`src/rtl/bus_arb_pkg.sv`:
```
package bus_arb_pkg;

    localparam int NUM_INT = 3;
    localparam int IDX_REF = 0;
    localparam int IDX_DMA = 1;
    localparam int IDX_CPU = 2;

    typedef enum logic [2:0] {
        ST_OWN,
        ST_PARK,
        ST_FLOAT,
        ST_LENT,
        ST_RECLAIM
    } arb_state_e;

    typedef struct packed {
        arb_state_e           state;
        logic [NUM_INT-1:0]   owner;
    } arb_regs_t;

endpackage

```
`src/rtl/breq_sync.sv`:
```
module breq_sync #(
    parameter int   STAGES    = 2,
    parameter logic RESET_VAL = 1'b1
) (
    input  logic clk,
    input  logic rst_n,
    input  logic d_in,
    output logic q_out
);

    logic [STAGES-1:0] chain_d, chain_q;

    always_comb begin
        chain_d = {chain_q[STAGES-2:0], d_in};
    end

    always_ff @(posedge clk or negedge rst_n) begin
        if (!rst_n) chain_q <= {STAGES{RESET_VAL}};
        else        chain_q <= chain_d;
    end

    assign q_out = chain_q[STAGES-1];

endmodule

```
`src/rtl/prio_pick.sv`:
```
module prio_pick #(
    parameter int N = 3
) (
    input  logic [N-1:0] req,
    output logic [N-1:0] onehot
);

    logic found;

    // lowest index has highest priority
    always_comb begin
        onehot = '0;
        found  = 1'b0;
        for (int i = 0; i < N; i++) begin
            if (req[i] && !found) begin
                onehot[i] = 1'b1;
                found     = 1'b1;
            end
        end
    end

endmodule

```
`src/rtl/bus_release_arb.sv`:
```
module bus_release_arb
    import bus_arb_pkg::*;
#(
    parameter int SYNC_STAGES = 2
) (
    input  logic clk,
    input  logic rst_n,
    input  logic ext_req_n,
    input  logic refresh_req,
    input  logic dma_req,
    input  logic cycle_done,
    output logic ext_ack_n,
    output logic gnt_refresh,
    output logic gnt_dma,
    output logic gnt_cpu,
    output logic addr_oe,
    output logic data_oe,
    output logic strobe_oe,
    output logic strobe_park
);

    localparam logic [NUM_INT-1:0] CPU_ONLY = NUM_INT'(1) << IDX_CPU;

    logic               req_n_sync;
    logic               ext_want;
    logic [NUM_INT-1:0] int_req;
    logic [NUM_INT-1:0] int_pick;
    arb_regs_t          regs_d, regs_q;
    logic               drive_on;
    logic [2:0]         gnt_vec;

    breq_sync #(.STAGES(SYNC_STAGES), .RESET_VAL(1'b1)) u_sync (
        .clk   (clk),
        .rst_n (rst_n),
        .d_in  (ext_req_n),
        .q_out (req_n_sync)
    );

    assign ext_want = !req_n_sync;

    always_comb begin
        int_req          = '0;
        int_req[IDX_REF] = refresh_req;
        int_req[IDX_DMA] = dma_req;
        int_req[IDX_CPU] = 1'b1;
    end

    prio_pick #(.N(NUM_INT)) u_pick (
        .req    (int_req),
        .onehot (int_pick)
    );

    always_comb begin
        regs_d = regs_q;
        case (regs_q.state)
            ST_OWN: begin
                if (cycle_done) begin
                    if (ext_want) regs_d.state = ST_PARK;
                    else          regs_d.owner = int_pick;
                end
            end
            ST_PARK:  regs_d.state = ST_FLOAT;
            ST_FLOAT: regs_d.state = ST_LENT;
            ST_LENT: begin
                if (!ext_want) begin
                    regs_d.state = ST_OWN;
                    regs_d.owner = int_pick;
                end else if (refresh_req) begin
                    regs_d.state = ST_RECLAIM;
                end
            end
            ST_RECLAIM: begin
                if (!ext_want) begin
                    regs_d.state = ST_OWN;
                    regs_d.owner = NUM_INT'(1) << IDX_REF;
                end
            end
            default: begin
                regs_d.state = ST_OWN;
                regs_d.owner = CPU_ONLY;
            end
        endcase
    end

    always_ff @(posedge clk or negedge rst_n) begin
        if (!rst_n) begin
            regs_q.state <= ST_OWN;
            regs_q.owner <= CPU_ONLY;
        end else begin
            regs_q <= regs_d;
        end
    end

    assign drive_on    = (regs_q.state == ST_OWN) || (regs_q.state == ST_PARK);
    assign addr_oe     = drive_on;
    assign data_oe     = drive_on;
    assign strobe_oe   = drive_on;
    assign strobe_park = (regs_q.state == ST_PARK);
    assign ext_ack_n   = !(regs_q.state == ST_LENT);
    assign gnt_refresh = (regs_q.state == ST_OWN) && regs_q.owner[IDX_REF];
    assign gnt_dma     = (regs_q.state == ST_OWN) && regs_q.owner[IDX_DMA];
    assign gnt_cpu     = (regs_q.state == ST_OWN) && regs_q.owner[IDX_CPU];
    assign gnt_vec     = {gnt_refresh, gnt_dma, gnt_cpu};

    AST_FLOAT_WHEN_LENT: assert property (@(posedge clk) disable iff (!rst_n)
        !ext_ack_n |-> (!addr_oe && !data_oe && !strobe_oe));

    AST_GNT_EXCLUSIVE: assert property (@(posedge clk) disable iff (!rst_n)
        $onehot0(gnt_vec) && (ext_ack_n || gnt_vec == 3'b000));

    AST_PARK_BEFORE_FLOAT: assert property (@(posedge clk) disable iff (!rst_n)
        $fell(addr_oe) |-> $past(strobe_park));

    AST_ACK_AFTER_FLOAT: assert property (@(posedge clk) disable iff (!rst_n)
        $fell(ext_ack_n) |-> $past(!addr_oe));

    AST_DRIVE_AFTER_REQ_HIGH: assert property (@(posedge clk) disable iff (!rst_n)
        $rose(addr_oe) |-> $past(req_n_sync));

    AST_ACK_RISE_CAUSE: assert property (@(posedge clk) disable iff (!rst_n)
        $rose(ext_ack_n) |-> (addr_oe || $past(refresh_req)));

    AST_GNT_AT_BOUNDARY: assert property (@(posedge clk) disable iff (!rst_n)
        ((|$past(gnt_vec)) && (gnt_vec != $past(gnt_vec))) |-> $past(cycle_done));

endmodule

```
`config.mk`:
```
export PLATFORM = sky130hd
export DESIGN_NAME = bus_release_arb
export DESIGN_NICKNAME = d
export VERILOG_FILES = /design/src/rtl/bus_arb_pkg.sv /design/src/rtl/breq_sync.sv /design/src/rtl/prio_pick.sv /design/src/rtl/bus_release_arb.sv
export SDC_FILE = /design/constraint.sdc
export NUM_CORES = 1
export LEC_CHECK = 0
export ABC_CLOCK_PERIOD_IN_PS = 1790
export BUFFER_PORTS_ARGS = -buffer_cell sky130_fd_sc_hd__buf_2
export CORE_AREA = 2 2 39 41
export CTS_BUF_LIST = sky130_fd_sc_hd__clkbuf_8
export DETAILED_ROUTE_END_ITERATION = 6
export DIE_AREA = 0 0 41 43
export PLACE_DENSITY = 0.67
export SYNTH_ARGS = -nofsm -noshare
export SYNTH_HDL_FRONTEND = slang
export SYNTH_SLANG_ARGS = --single-unit
```
`constraint.sdc`:
```
create_clock -name clk -period 1.79 [get_ports clk]
set_clock_uncertainty 0.15 [all_clocks]
set_input_delay 0.2685 -clock clk [delete_from_list [all_inputs] [get_ports clk]]
set_output_delay 0.2685 -clock clk [all_outputs]
set_load 0.01 [all_outputs]
```
==> impl_metrics.toml, run 1 <==
[floorplan]
die_w_um = 41
die_area_mm2 = 0.00176
core-area_mm2 = 0.00138
rows = 14
die_y_um = 43
ios = 14
initial_core_util_pct = 32.5

[yosys]
synth_area_um2 = 450
synth_fa_ha_area_share_pct = 0
yosys.area.top_type = "dfrtp_1"
synth_xor_area_share_pct = 0
yosysTopAreaCellShare_pct = 27.8
synthSimpleGateAreaFrac_pct = 21.7
yosys-mux-area-fraction_pct = 7.22
synth_fp_nets = 54
yosysSeqAreaShare_pct = 45.3
yosysUniqueCellTypes = 24
syn_inst = 48
synth-compound-area-share_pct = 15.8
synth.area.top_cells = "dfrtp_1 (28%), dfstp_2 (18%), nor2_1 (5.8%), buf_6 (5.0%), mux2_1 (5.0%)"
synth-seq-cells = 8
yosysWarnings = 0
synth_top_family_by_area = "simple AND/OR/NAND/NOR gates"
avgSynthCellArea_um2 = 9.38

[timing]
finalMaxSlewViolations = 0
fin_ws_ns = 0.0714
hold_ws_ns = 0.174
max-slew-margin-rel_pct = 77.7
worst_slew_pin_slew_ns = 0.335
tns_ns = 0
setup_viol = 0
layout_min_cycle_time_ns = 1.72
period_share_pct = 96.0
rsz0062_at_grt = "no"
hold_viol = 0
max_clock_freq_mhz = 582

[global_routing]
grtUsageMet2_pct = 16.6
grt_use_total_pct = 12.4
grt_max_degree = 13
grt_most_used_layer = "met2"
grtUsageMet3_pct = 4.71
antenna_found_initial = 0
first_global_vias = 364
grt_pass1_wl_mm = 1.44
met1_usage_pct = 16.1
grt_overflow = 0

[clock_network]
ctsRootBufferMaster = "clkbuf_8"
clk_latency_ns = 0.23
cts_buffers = 3
clockBufferDepth = 2
cts_tree = "built"
cts.sinks = 8
clkTransAtPathRegs_ns = 0.04
cts_max_level = 1

[cells_and_area]
diodes = 0
fin_area_um2 = 586
area_delta_synth_final_pct = 30.0
final_util_pct = 42.3
drive_gt1_share_pct = 41.5
finalNetCount = 72
final_cells = 81

[placement]
place_ws_ns = 0.184
gp_congestion = 0.661
dpl_cell_area_um2 = 502
dpl.cell_count = 73
dp_hpwl_um = 645
io_buffers = 13

[power_and_ir_drop]
p_leak_nw = 0.295
pwr_density_cell_mw_per_mm2 = 1680
power.total_uw = 986
ir_worst_vdd_uv = 571

[status]
status = "finished, final reports clean"

[worst_setup_path]
path_buf_inv = 1
path_cells = "or2_4 > nor2_1 > and2_1 > buf_2"
worstSetupStartpoint = "regs_q[3]"
critPathMaxFanout = 6
start_kind = "flop"
slowest_delay_ns = 0.42
slowest_stage = "dfrtp_2"
crit_path_end_kind = "primary output"
arrival_ns = 1.30
required_ns = 1.37
cp_top_family = "simple AND/OR/NAND/NOR gates"
critPathKind = "reg2out"
r2r_start = "regs_q[3]"

[route]
wl_per_cell_um = 10.9
first_pass_iters = 4
vias_per_cell = 4.70
ant_nets = 0
drt_wl_total_um = 885
drc = 0
via_count = 381
drtIter0Drc = 5

[flow_run]
drv_cap = 0

[min_path]
worst_hold_path_type = "in2reg"
holdCritStartpoint = "cycle_done"
## per-layer routing
metal  up-vias  part of all wire, %
li1        194                    -
met1       175                   47
met2        10                   47
met3         2                  4.1
met4         0                  1.5
met5         -                    0
## cell families (layout without fill, tap and decap cells)
group | Yosys count | after routing
flops | 8 | 8
mux | 3 | 3
buf+inv | 6 | 23
simple gates | 20 | 20
compound gates | 11 | 11
## registers in the layout (all words and copies together), names as in the netlist
name	cells
regs_q	6
u_sync.chain_q	2
## final timing paths
check	to	slack [ns]	depth (start not counted)
hold / removal	regs_q[3]	0.17	3
hold reg to reg	u_sync.chain_q[1]	0.20	0
max in group asynchronous	u_sync.chain_q[1]	0.97	2
setup reg to reg	regs_q[1]	0.14	5
setup / recovery	gnt_dma	0.07	4
min in group asynchronous	regs_q[1]	0.27	2
## Yosys cell counts (all sizes together)
master,number
a21o,1
or2,2
inv,1
o21a,1
mux2i,1
o21ai,3
a21oi,4
clkbuf,1
mux2,2
dfstp,3
and2,3
nor3,2
nand4b,1
nor2,7
o22ai,1
dfrtp,5
buf,4
a211oi,1
nor2b,1
nand2,4
## report_power, final
part / leakage [nW] / switching, mW / internal [mW]
clock network: 0.0269 / 0.0671 / 0.148
registers: 0.0940 / 0.0450 / 0.254
logic: 0.174 / 0.241 / 0.231
## cells in the final DEF (no fill, tap or decap), types with 2 or more instances in the layout
master,Yosys,routed
and2_1,3,3
nand2_1,4,4
dlygate4sd3_1,0,2
buf_2,0,13
dfrtp_1,5,4
a21oi_1,3,3
clkbuf_8,0,3
nor3_1,2,2
o21ai_0,2,2
nor2_1,7,7
buf_4,2,3
inv_1,1,2
mux2_1,2,2
dfstp_2,3,3
## final cells by class
class	instances	area (um^2)
fillers	142	798
flip-flops and latches	8	205
multi-input cells	34	204
repair buffers	18	108
clock buffers	3	41.3
well taps	16	20.0
clock inverters	1	3.75
inverters	1	3.75
## repair_timing
item                       CTS  global route
gates resized for setup      1             1
hold endpoints to repair     9             0
hold buffers                 2             0
setup endpoints to repair    2             2
buffers inserted             0             2
## worst register-to-register path, stage by stage (launching register included)
cell     delay [ns]
dfrtp_2        0.42
buf_4          0.15
o21ai_0        0.20
o21ai_2        0.09
a21oi_2        0.18
mux2_1         0.34
No activity file was read; power rests on OpenSTA's default activity.
==> inputs of run 2 (changes only) <==
--- a/config.mk
+++ b/config.mk
@@ -7,11 +7,11 @@
 export LEC_CHECK = 0
 export ABC_CLOCK_PERIOD_IN_PS = 1790
 export BUFFER_PORTS_ARGS = -buffer_cell sky130_fd_sc_hd__buf_2
-export CORE_AREA = 2 2 39 41
+export CORE_MARGIN = 2
+export CORE_UTILIZATION = 30
 export CTS_BUF_LIST = sky130_fd_sc_hd__clkbuf_8
 export DETAILED_ROUTE_END_ITERATION = 6
-export DIE_AREA = 0 0 41 43
-export PLACE_DENSITY = 0.67
+export PLACE_DENSITY = 0.62
 export SYNTH_ARGS = -nofsm -noshare
 export SYNTH_HDL_FRONTEND = slang
 export SYNTH_SLANG_ARGS = --single-unit
==> impl_metrics.toml, run 2 (synthesis gave the netlist of run 1 again) <==
[clock_network]
cts_tree = "built"
clockBufferDepth = 2
clk_latency_ns = 0.23
ctsRootBufferMaster = "clkbuf_8"
cts_max_level = 1
clkTransAtPathRegs_ns = 0.04
cts_buffers = 3
cts.sinks = 8

[timing]
tns_ns = 0
rsz0062_at_grt = "no"
max-slew-margin-rel_pct = 75.7
worst_slew_pin_slew_ns = 0.364
max_clock_freq_mhz = 585
hold_viol = 0
setup_viol = 0
layout_min_cycle_time_ns = 1.71
finalMaxSlewViolations = 0
period_share_pct = 95.5
hold_ws_ns = 0.144

[cells_and_area]
drive_gt1_share_pct = 41.3
layout_common_cells = "buf_2 (13), nor2_1 (6), nand2_1 (4), dfrtp_1 (4)"
area_delta_synth_final_pct = 26.9
diodes = 0
largestRegisters = "regs_q: 6 flops, u_sync.chain_q: 2 flops"
layout_commonest_cell = "buf_2"
regMostFlops = "regs_q"
finalNetCount = 70
largest_reg_flops = 6

[route]
via_count = 368
wl_per_cell_um = 10.8
drtIter0Drc = 3
ant_nets = 0
first_pass_iters = 3
vias_per_cell = 4.72
drt_wl_total_um = 839
drc = 0

[floorplan]
initial_core_util_pct = 33.4
die_w_um = 42.8
ios = 14
core-area_mm2 = 0.00135
rows = 13
die_area_mm2 = 0.00183
die_y_um = 42.8

[power_and_ir_drop]
ir_worst_vdd_uv = 610
pwr_density_cell_mw_per_mm2 = 1670
p_leak_nw = 0.285

[worst_setup_path]
arrival_ns = 1.29
critPathMaxFanout = 9
required_ns = 1.37
path_cells = "or2_4 > nor2_2 > and2_1 > buf_2"
start_kind = "flop"
crit_path_end_kind = "primary output"
critPathKind = "reg2out"
slowest_delay_ns = 0.45
slowest_stage = "dfrtp_2"

[flow_run]
drv_cap = 0

[global_routing]
grt_overflow = 0
first_global_vias = 328
grt_max_degree = 13
grt_pass1_wl_mm = 1.35
grt_use_total_pct = 9.92
antenna_found_initial = 0

[status]
status = "finished, final reports clean"

[placement]
dp_hpwl_um = 626
gp_congestion = 0.706
io_buffers = 13

[min_path]
worst_hold_path_type = "in2reg"
-- run 2: changes by cell type in the layout (fill, tap and decap cells not counted) --
cell / change
buf_4: -2
nor2_1: -1
nor2_2: +1
-- run 2: path summary, 6_finish.rpt --
path,slack (ns),start,depth (start not counted),to
hold / removal,0.14,cycle_done,3,regs_q[3]
min in group asynchronous,0.25,rst_n,2,regs_q[5]
hold reg to reg,0.20,u_sync.chain_q[0],0,u_sync.chain_q[1]
setup reg to reg,0.24,regs_q[5],3,regs_q[0]
max in group asynchronous,1.00,rst_n,2,u_sync.chain_q[0]
setup / recovery,0.08,regs_q[3],4,gnt_refresh
-- run 2: power breakdown --
group          switching [mW]  internal, mW
clock network          0.0697         0.148
logic                   0.222         0.205
registers              0.0537         0.254
total                   0.346         0.607
-- run 2: routing by layer --
| layer | GRT usage (%) | vias up | wire (um) |
|---|---|---|---|
| li1 | - | 187 | - |
| met1 | 13.0 | 171 | 424 |
| met2 | 13.3 | 10 | 371 |
| met3 | 2.98 | 0 | 43 |
| met4 | 7.50 | 0 | 0 |
| met5 | 0 | - | 0 |
-- run 2: what timing repair did --
action	4_1_cts	5_1_grt
resized for setup	1	2
hold buffers	2	0
buffers inserted	0	0
endpoints found under the setup margin	2	2
hold endpoints to repair	9	0
pin swaps	0	0
-- run 2: critical path, delay by kind of cell (launching register included) --
kind	cells	cell delay (ns)
DFF	1	0.45
and+or+nand+nor	3	0.50
buffers and inverters	1	0.12
-- run 2: per-stage QoR --
step                      power (mW)  utilization [%]  instance area (um^2)  setup slack, ns  instances
after floorplan                0.658                -                   450            0.212         48
after global placement         0.718             37.1                   500            0.239         72
after detailed placement       0.720             37.1                   500            0.186         72
after CTS                      0.959             42.1                   568           0.0194         78
after global routing            1.03             42.4                   572          0.00621         78
final                          0.952             42.4                   572           0.0802         78
-- run 2: final cells by class --
type                       count  area, um^2
multi-input combinational     34         206
clock inverter                 1        3.75
fill                         140         778
clock buffer                   3        41.3
inverter                       1        3.75
timing repair buffer          16        92.6
sequential                     8         205
tap                           15        18.8
